<file path="config.mk">
export PLATFORM = sky130hd
export DESIGN_NAME = exc_entry_seq
export DESIGN_NICKNAME = d
export VERILOG_FILES = /design/src/rtl/exc_seq_pkg.sv /design/src/rtl/exc_arbiter.sv /design/src/rtl/exc_vector_sel.sv /design/src/rtl/exc_status_build.sv /design/src/rtl/exc_entry_seq.sv
export SDC_FILE = /design/constraint.sdc
export NUM_CORES = 1
export LEC_CHECK = 0
export CELL_PAD_IN_SITES_DETAIL_PLACEMENT = 1
export CELL_PAD_IN_SITES_GLOBAL_PLACEMENT = 2
export CORE_ASPECT_RATIO = 1.4
export CORE_MARGIN = 2
export CORE_UTILIZATION = 22
export CTS_BUF_LIST = sky130_fd_sc_hd__clkbuf_4 sky130_fd_sc_hd__clkbuf_8 sky130_fd_sc_hd__clkbuf_16
export DETAILED_ROUTE_END_ITERATION = 6
export PLACE_DENSITY_LB_ADDON = 0.1
export SETUP_SLACK_MARGIN = 0.05
export SYNTH_ARGS = -nofsm -noshare
export SYNTH_HDL_FRONTEND = slang
export SYNTH_SLANG_ARGS = --single-unit
</file>
<file path="constraint.sdc">
create_clock -name clk -period 3.6 [get_ports clk]
set_input_delay 0.9 -clock clk [delete_from_list [all_inputs] [get_ports clk]]
set_output_delay 0.9 -clock clk [all_outputs]
set_load 0.02 [all_outputs]
</file>
<file path="src/rtl/exc_seq_pkg.sv">
package exc_seq_pkg;
  typedef enum logic [1:0] {
    EXC_NONE = 2'd0,
    EXC_IRQ  = 2'd1,
    EXC_FIQ  = 2'd2
  } exc_kind_e;

  localparam int MODE_W   = 5;
  localparam int BIT_TSTATE = 5;
  localparam int BIT_FDIS   = 6;
  localparam int BIT_IDIS   = 7;
  localparam int BIT_ADIS   = 8;
  localparam int BIT_ENDIAN = 9;

  localparam logic [MODE_W-1:0] MODE_IRQ = 5'b10010;
  localparam logic [MODE_W-1:0] MODE_FIQ = 5'b10001;
endpackage

</file>
<file path="src/rtl/exc_arbiter.sv">
module exc_arbiter
  import exc_seq_pkg::*;
(
  input  logic      irq_req,
  input  logic      fiq_req,
  input  logic      irq_disabled,
  input  logic      fiq_disabled,
  output exc_kind_e kind
);
  logic irq_ok;
  logic fiq_ok;

  assign irq_ok = irq_req & ~irq_disabled;
  assign fiq_ok = fiq_req & ~fiq_disabled;

  // Fixed priority: the fast interrupt wins over the normal one.
  always_comb begin
    if (fiq_ok)      kind = EXC_FIQ;
    else if (irq_ok) kind = EXC_IRQ;
    else             kind = EXC_NONE;
  end
endmodule

</file>
<file path="src/rtl/exc_vector_sel.sv">
module exc_vector_sel
  import exc_seq_pkg::*;
#(
  parameter int              XLEN      = 32,
  parameter logic [XLEN-1:0] LOW_BASE  = 32'h0000_0000,
  parameter logic [XLEN-1:0] HIGH_BASE = 32'hFFFF_0000,
  parameter int              IRQ_OFF   = 'h18,
  parameter int              FIQ_OFF   = 'h1C
) (
  input  exc_kind_e       kind,
  input  logic            high_vec,
  output logic [XLEN-1:0] vector
);
  localparam logic [XLEN-1:0] IRQ_OFS = XLEN'(IRQ_OFF);
  localparam logic [XLEN-1:0] FIQ_OFS = XLEN'(FIQ_OFF);

  logic [XLEN-1:0] base;

  assign base = high_vec ? HIGH_BASE : LOW_BASE;

  always_comb begin
    unique case (kind)
      EXC_FIQ: vector = base | FIQ_OFS;
      EXC_IRQ: vector = base | IRQ_OFS;
      default: vector = base;
    endcase
  end
endmodule

</file>
<file path="src/rtl/exc_status_build.sv">
module exc_status_build
  import exc_seq_pkg::*;
#(
  parameter int XLEN = 32
) (
  input  logic [XLEN-1:0] cur_status,
  input  exc_kind_e       kind,
  input  logic            endian_cfg,
  output logic [XLEN-1:0] next_status
);
  always_comb begin
    next_status             = cur_status;
    next_status[BIT_TSTATE] = 1'b0;
    next_status[BIT_IDIS]   = 1'b1;
    next_status[BIT_ADIS]   = 1'b1;
    next_status[BIT_ENDIAN] = endian_cfg;
    if (kind == EXC_FIQ) begin
      next_status[MODE_W-1:0] = MODE_FIQ;
      next_status[BIT_FDIS]   = 1'b1;
    end else begin
      next_status[MODE_W-1:0] = MODE_IRQ;
    end
  end
endmodule

</file>
<file path="src/rtl/exc_entry_seq.sv">
module exc_entry_seq
  import exc_seq_pkg::*;
#(
  parameter int              XLEN      = 32,
  parameter int              LINK_OFF  = 4,
  parameter logic [XLEN-1:0] LOW_BASE  = 32'h0000_0000,
  parameter logic [XLEN-1:0] HIGH_BASE = 32'hFFFF_0000
) (
  input  logic            clk,
  input  logic            rst,
  input  logic [XLEN-1:0] cur_pc,
  input  logic [XLEN-1:0] cur_status,
  input  logic            endian_cfg,
  input  logic            high_vec,
  input  logic            irq_req,
  input  logic            fiq_req,
  output logic [XLEN-1:0] new_pc,
  output logic [XLEN-1:0] link,
  output logic [XLEN-1:0] saved_status,
  output logic [XLEN-1:0] status_out,
  output logic            taken,
  output logic            taken_fiq
);
  localparam logic [XLEN-1:0] LINK_STEP = XLEN'(LINK_OFF);

  exc_kind_e       kind;
  logic [XLEN-1:0] vec_d;
  logic [XLEN-1:0] status_d;

  exc_arbiter u_arb (
    .irq_req      (irq_req),
    .fiq_req      (fiq_req),
    .irq_disabled (cur_status[BIT_IDIS]),
    .fiq_disabled (cur_status[BIT_FDIS]),
    .kind         (kind)
  );

  exc_vector_sel #(
    .XLEN      (XLEN),
    .LOW_BASE  (LOW_BASE),
    .HIGH_BASE (HIGH_BASE)
  ) u_vec (
    .kind     (kind),
    .high_vec (high_vec),
    .vector   (vec_d)
  );

  exc_status_build #(.XLEN(XLEN)) u_st (
    .cur_status  (cur_status),
    .kind        (kind),
    .endian_cfg  (endian_cfg),
    .next_status (status_d)
  );

  always_ff @(posedge clk) begin
    if (rst) begin
      new_pc       <= '0;
      link         <= '0;
      saved_status <= '0;
      status_out   <= '0;
      taken        <= 1'b0;
      taken_fiq    <= 1'b0;
    end else begin
      taken     <= (kind != EXC_NONE);
      taken_fiq <= (kind == EXC_FIQ);
      if (kind != EXC_NONE) begin
        new_pc       <= vec_d;
        link         <= cur_pc + LINK_STEP;
        saved_status <= cur_status;
        status_out   <= status_d;
      end
    end
  end
endmodule

</file>
==> flow_metrics.tcl <==
set metrics [dict create \
    intPower_mw 1.82 \
    power_density_nw_per_um2 450 \
    holdPathEnd "link[3]$_SDFFE_PP0P_" \
    antenna_left 0 \
    cts_buffers 9 \
    setup_viol 0 \
    port-buffer-count 183 \
    design_area_um2 5570 \
    dpl_cell_area_um2 5220 \
    postCtsResizedCells 0 \
    crit_start "cur_pc[5]" \
    max_cap_viol_count 0 \
    ys_warn_count 0 \
    p_sw_share_pct 27.2 \
    tightest_slew_ns 0.764 \
    combPwrFrac_pct 22.2 \
    min_period_over_period_pct 77.8 \
    drt_pass1_iterations 6 \
    antenna_found_initial 0 \
    synthSimpleGateAreaFrac_pct 25.5 \
    n_antenna_cell 0 \
    die_area_um2 17100 \
    worstSetupPathType "primary input to flop" \
    rsz0062_at_grt "false" \
    crit_required_ns 3.83 \
    wire_per_inst_um 15.7 \
    seq_area_frac_synth_pct 41.4 \
    final_net_count 649 \
    wirelength_um 12200 \
    rr_worst_depth 2 \
    fin_crit_ns 2.80 \
    drt_iter0_markers 100 \
    synthArstFlopShare_pct 0 \
    hold_class "flop to flop" \
    path_max_fanout 11 \
    fin_skew_ns 0 \
    cts.sinks 73 \
    dpl.hpwl_um 9310 \
    end_kind "flop" \
    clock-root-buffer "clkbuf_16" \
    fmax_mhz 357 \
    r2r-start "new_pc[30]$_SDFFE_PP0P_" \
    holdCritStartpoint "link[3]$_SDFFE_PP0P_" \
    worst_ir_drop_vdd_v 0.000255 \
    syn_to_final_growth_pct 57.5 \
    clkPwrFrac_pct 41.7 \
    gp_congestion 0.737 \
    slew_headroom_pct 49.0 \
    synth-xor-area-share_pct 3.47 \
    vias_per_cell 4.49 \
    tns_ns 0 \
    cts-htree-levels 3 \
    synthMuxAreaShare_pct 0 \
    hold_violations 0 \
    p_seq_share_pct 36.1 \
    avgSynthCellArea_um2 7.99 \
    p_leak_nw 2.01 \
    synth_edf_count 0 \
    maxSlewViolCount 0 \
    ctsLongestPathBuffers 2 \
    synth_area_um2 3530 \
    vias 3500 \
    startpoint_type "primary input" \
    start_util_pct 22.5 \
    switchingPower_uw 680 \
    synthCells 442 \
    hold_depth 2 \
    drive_above_1_share_pct 6.35 \
    grt_pass1_wl_um 19300 \
    synth_top_family_by_area "simple AND/OR/NAND/NOR gates" \
    clock_latency_ns 0.33 \
    track_usage_pct 14.2 \
    cts.clk_slew.worst_paths_ns 0.06 \
    ys_types 40 \
    drc_errors 0 \
    grt_pass1_vias 3529 \
    die_h_um 154 \
    rr_endpoint "new_pc[30]$_SDFFE_PP0P_" \
    cts-hold-fix-buffers 0 \
    worstPathArrival_ns 3.03 \
    grt_max_degree 52 \
    ys.flop_type "dfxtp_1" \
    synth_compound_area_share_pct 13.6 \
    grt-ovfl-total 0 \
    die_w_um 111 \
    row_count 54 \
    core_um2 15700 \
    post_cts_buffers 0 \
    ys_ff_latch 73 \
    r2r_setup_slack_ns 2.70 \
    post_synth_fa_ha_maj_area_fraction_pct 0.354 \
    outcome "finished clean" \
    cts_tree "built" \
    ios 200 \
]
metal layers:
metal	global-route usage, %	share of wire, %
met5	0	0
met4	5.17	2.5
met3	4.57	6.5
met2	25.4	52
met1	15.6	39
placed cells by master, fill, tap and decap left out, types with 2 or more instances in the layout:
master           count
nand2_1             83
bufinv_16            3
o221a_2              2
nor4_1              11
clkbuf_4             2
a311oi_1             5
conb_1              16
a211oi_1            19
or4_1                3
nor2b_1              2
nand3_1             14
nor3_1               6
nor4_2               2
clkdlybuf4s50_1    182
xnor2_1             12
nand2b_1             2
clkbuf_16            9
a21oi_1             37
xor2_1               2
and4_1               8
o31ai_1              3
nand4_2              2
or3_1                2
buf_4               10
nand4_1              3
inv_1                5
a2111oi_0            4
nand4b_1             2
nor2_1              44
dfxtp_1             73
critical path: stages:
cell	delay, ns
clkdlybuf4s50_1	0.57
nand4_2	0.30
or3_1	0.55
or4_1	0.44
a311oi_1	0.27
worst max-delay path by stage:
| stage | to | slack, ns | cells past startpoint |
|---|---|---|---|
| CTS | link[24]$_SDFFE_PP0P_ | 0.79 | 6 |
| global route | link[24]$_SDFFE_PP0P_ | 0.62 | 5 |
| detailed placement | link[24]$_SDFFE_PP0P_ | 0.44 | 5 |
| finish | link[24]$_SDFFE_PP0P_ | 0.80 | 5 |
| floorplan | link[22]$_SDFFE_PP0P_ | 1.16 | 6 |
| global placement | link[22]$_SDFFE_PP0P_ | 0.53 | 6 |
layout make-up:
cell class	count	area [µm²]
fillers	1877	10100
repair buffers	193	1900
multi-input cells	296	1600
flip-flops and latches	73	1460
well taps	196	245
clock buffers	11	240
clock inverters	5	104
inverters	5	18.8
registers in the layout (all words and copies together) (netlist names):
signal and flops:
link 32, new_pc 2, saved_status 32, status_out 5, taken 1, taken_fiq 1
cell usage after synthesis, types with 3 or more instances:
library cell,n,area (µm²)
a2111oi_0,4,35.0
and4_1,8,70.1
buf_4,57,428
nor3_1,6,30.0
nand4_1,3,18.8
nand3_1,14,70.1
xnor2_1,12,105
or4_1,3,22.5
nor4_1,12,75.1
inv_1,5,18.8
o31ai_1,3,22.5
a21oi_1,37,185
dfxtp_1,73,1460
nor2_1,45,169
a311oi_1,5,43.8
a211oi_1,19,143
nand2_1,84,315
clkbuf_1,21,78.8
through the flow:
stage	util [%]	hold WS [ns]	instances	total power, mW	worst slack, ns
2_1_floorplan	-	0.530	457	1.22	1.16
3_5_place_dp	33.3	0.449	763	1.49	0.439
4_1_cts	35.5	0.457	779	2.55	0.787
5_1_grt	35.5	0.482	779	2.62	0.624
3_3_place_gp	33.3	0.440	763	1.48	0.527
6_report	35.5	0.450	779	2.50	0.798
kinds of logic after synthesis:
group                      Yosys count
buffers and inverters               88
and+or+nand+nor                    191
other                                1
adders and majority gates            1
xor gates and xnor gates            14
AOI/OAI and AO/OA                   74
DFF                                 73
power by group through the flow:
stage | clock (mW) | combinational (mW) | sequential, mW
2_1_floorplan | 0 | 0.235 | 0.989
3_3_place_gp | 0 | 0.560 | 0.919
3_5_place_dp | 0 | 0.564 | 0.923
4_1_cts | 1.08 | 0.566 | 0.905
5_1_grt | 1.11 | 0.601 | 0.913
6_report | 1.04 | 0.556 | 0.903
Power figures use the tool's default switching activity.
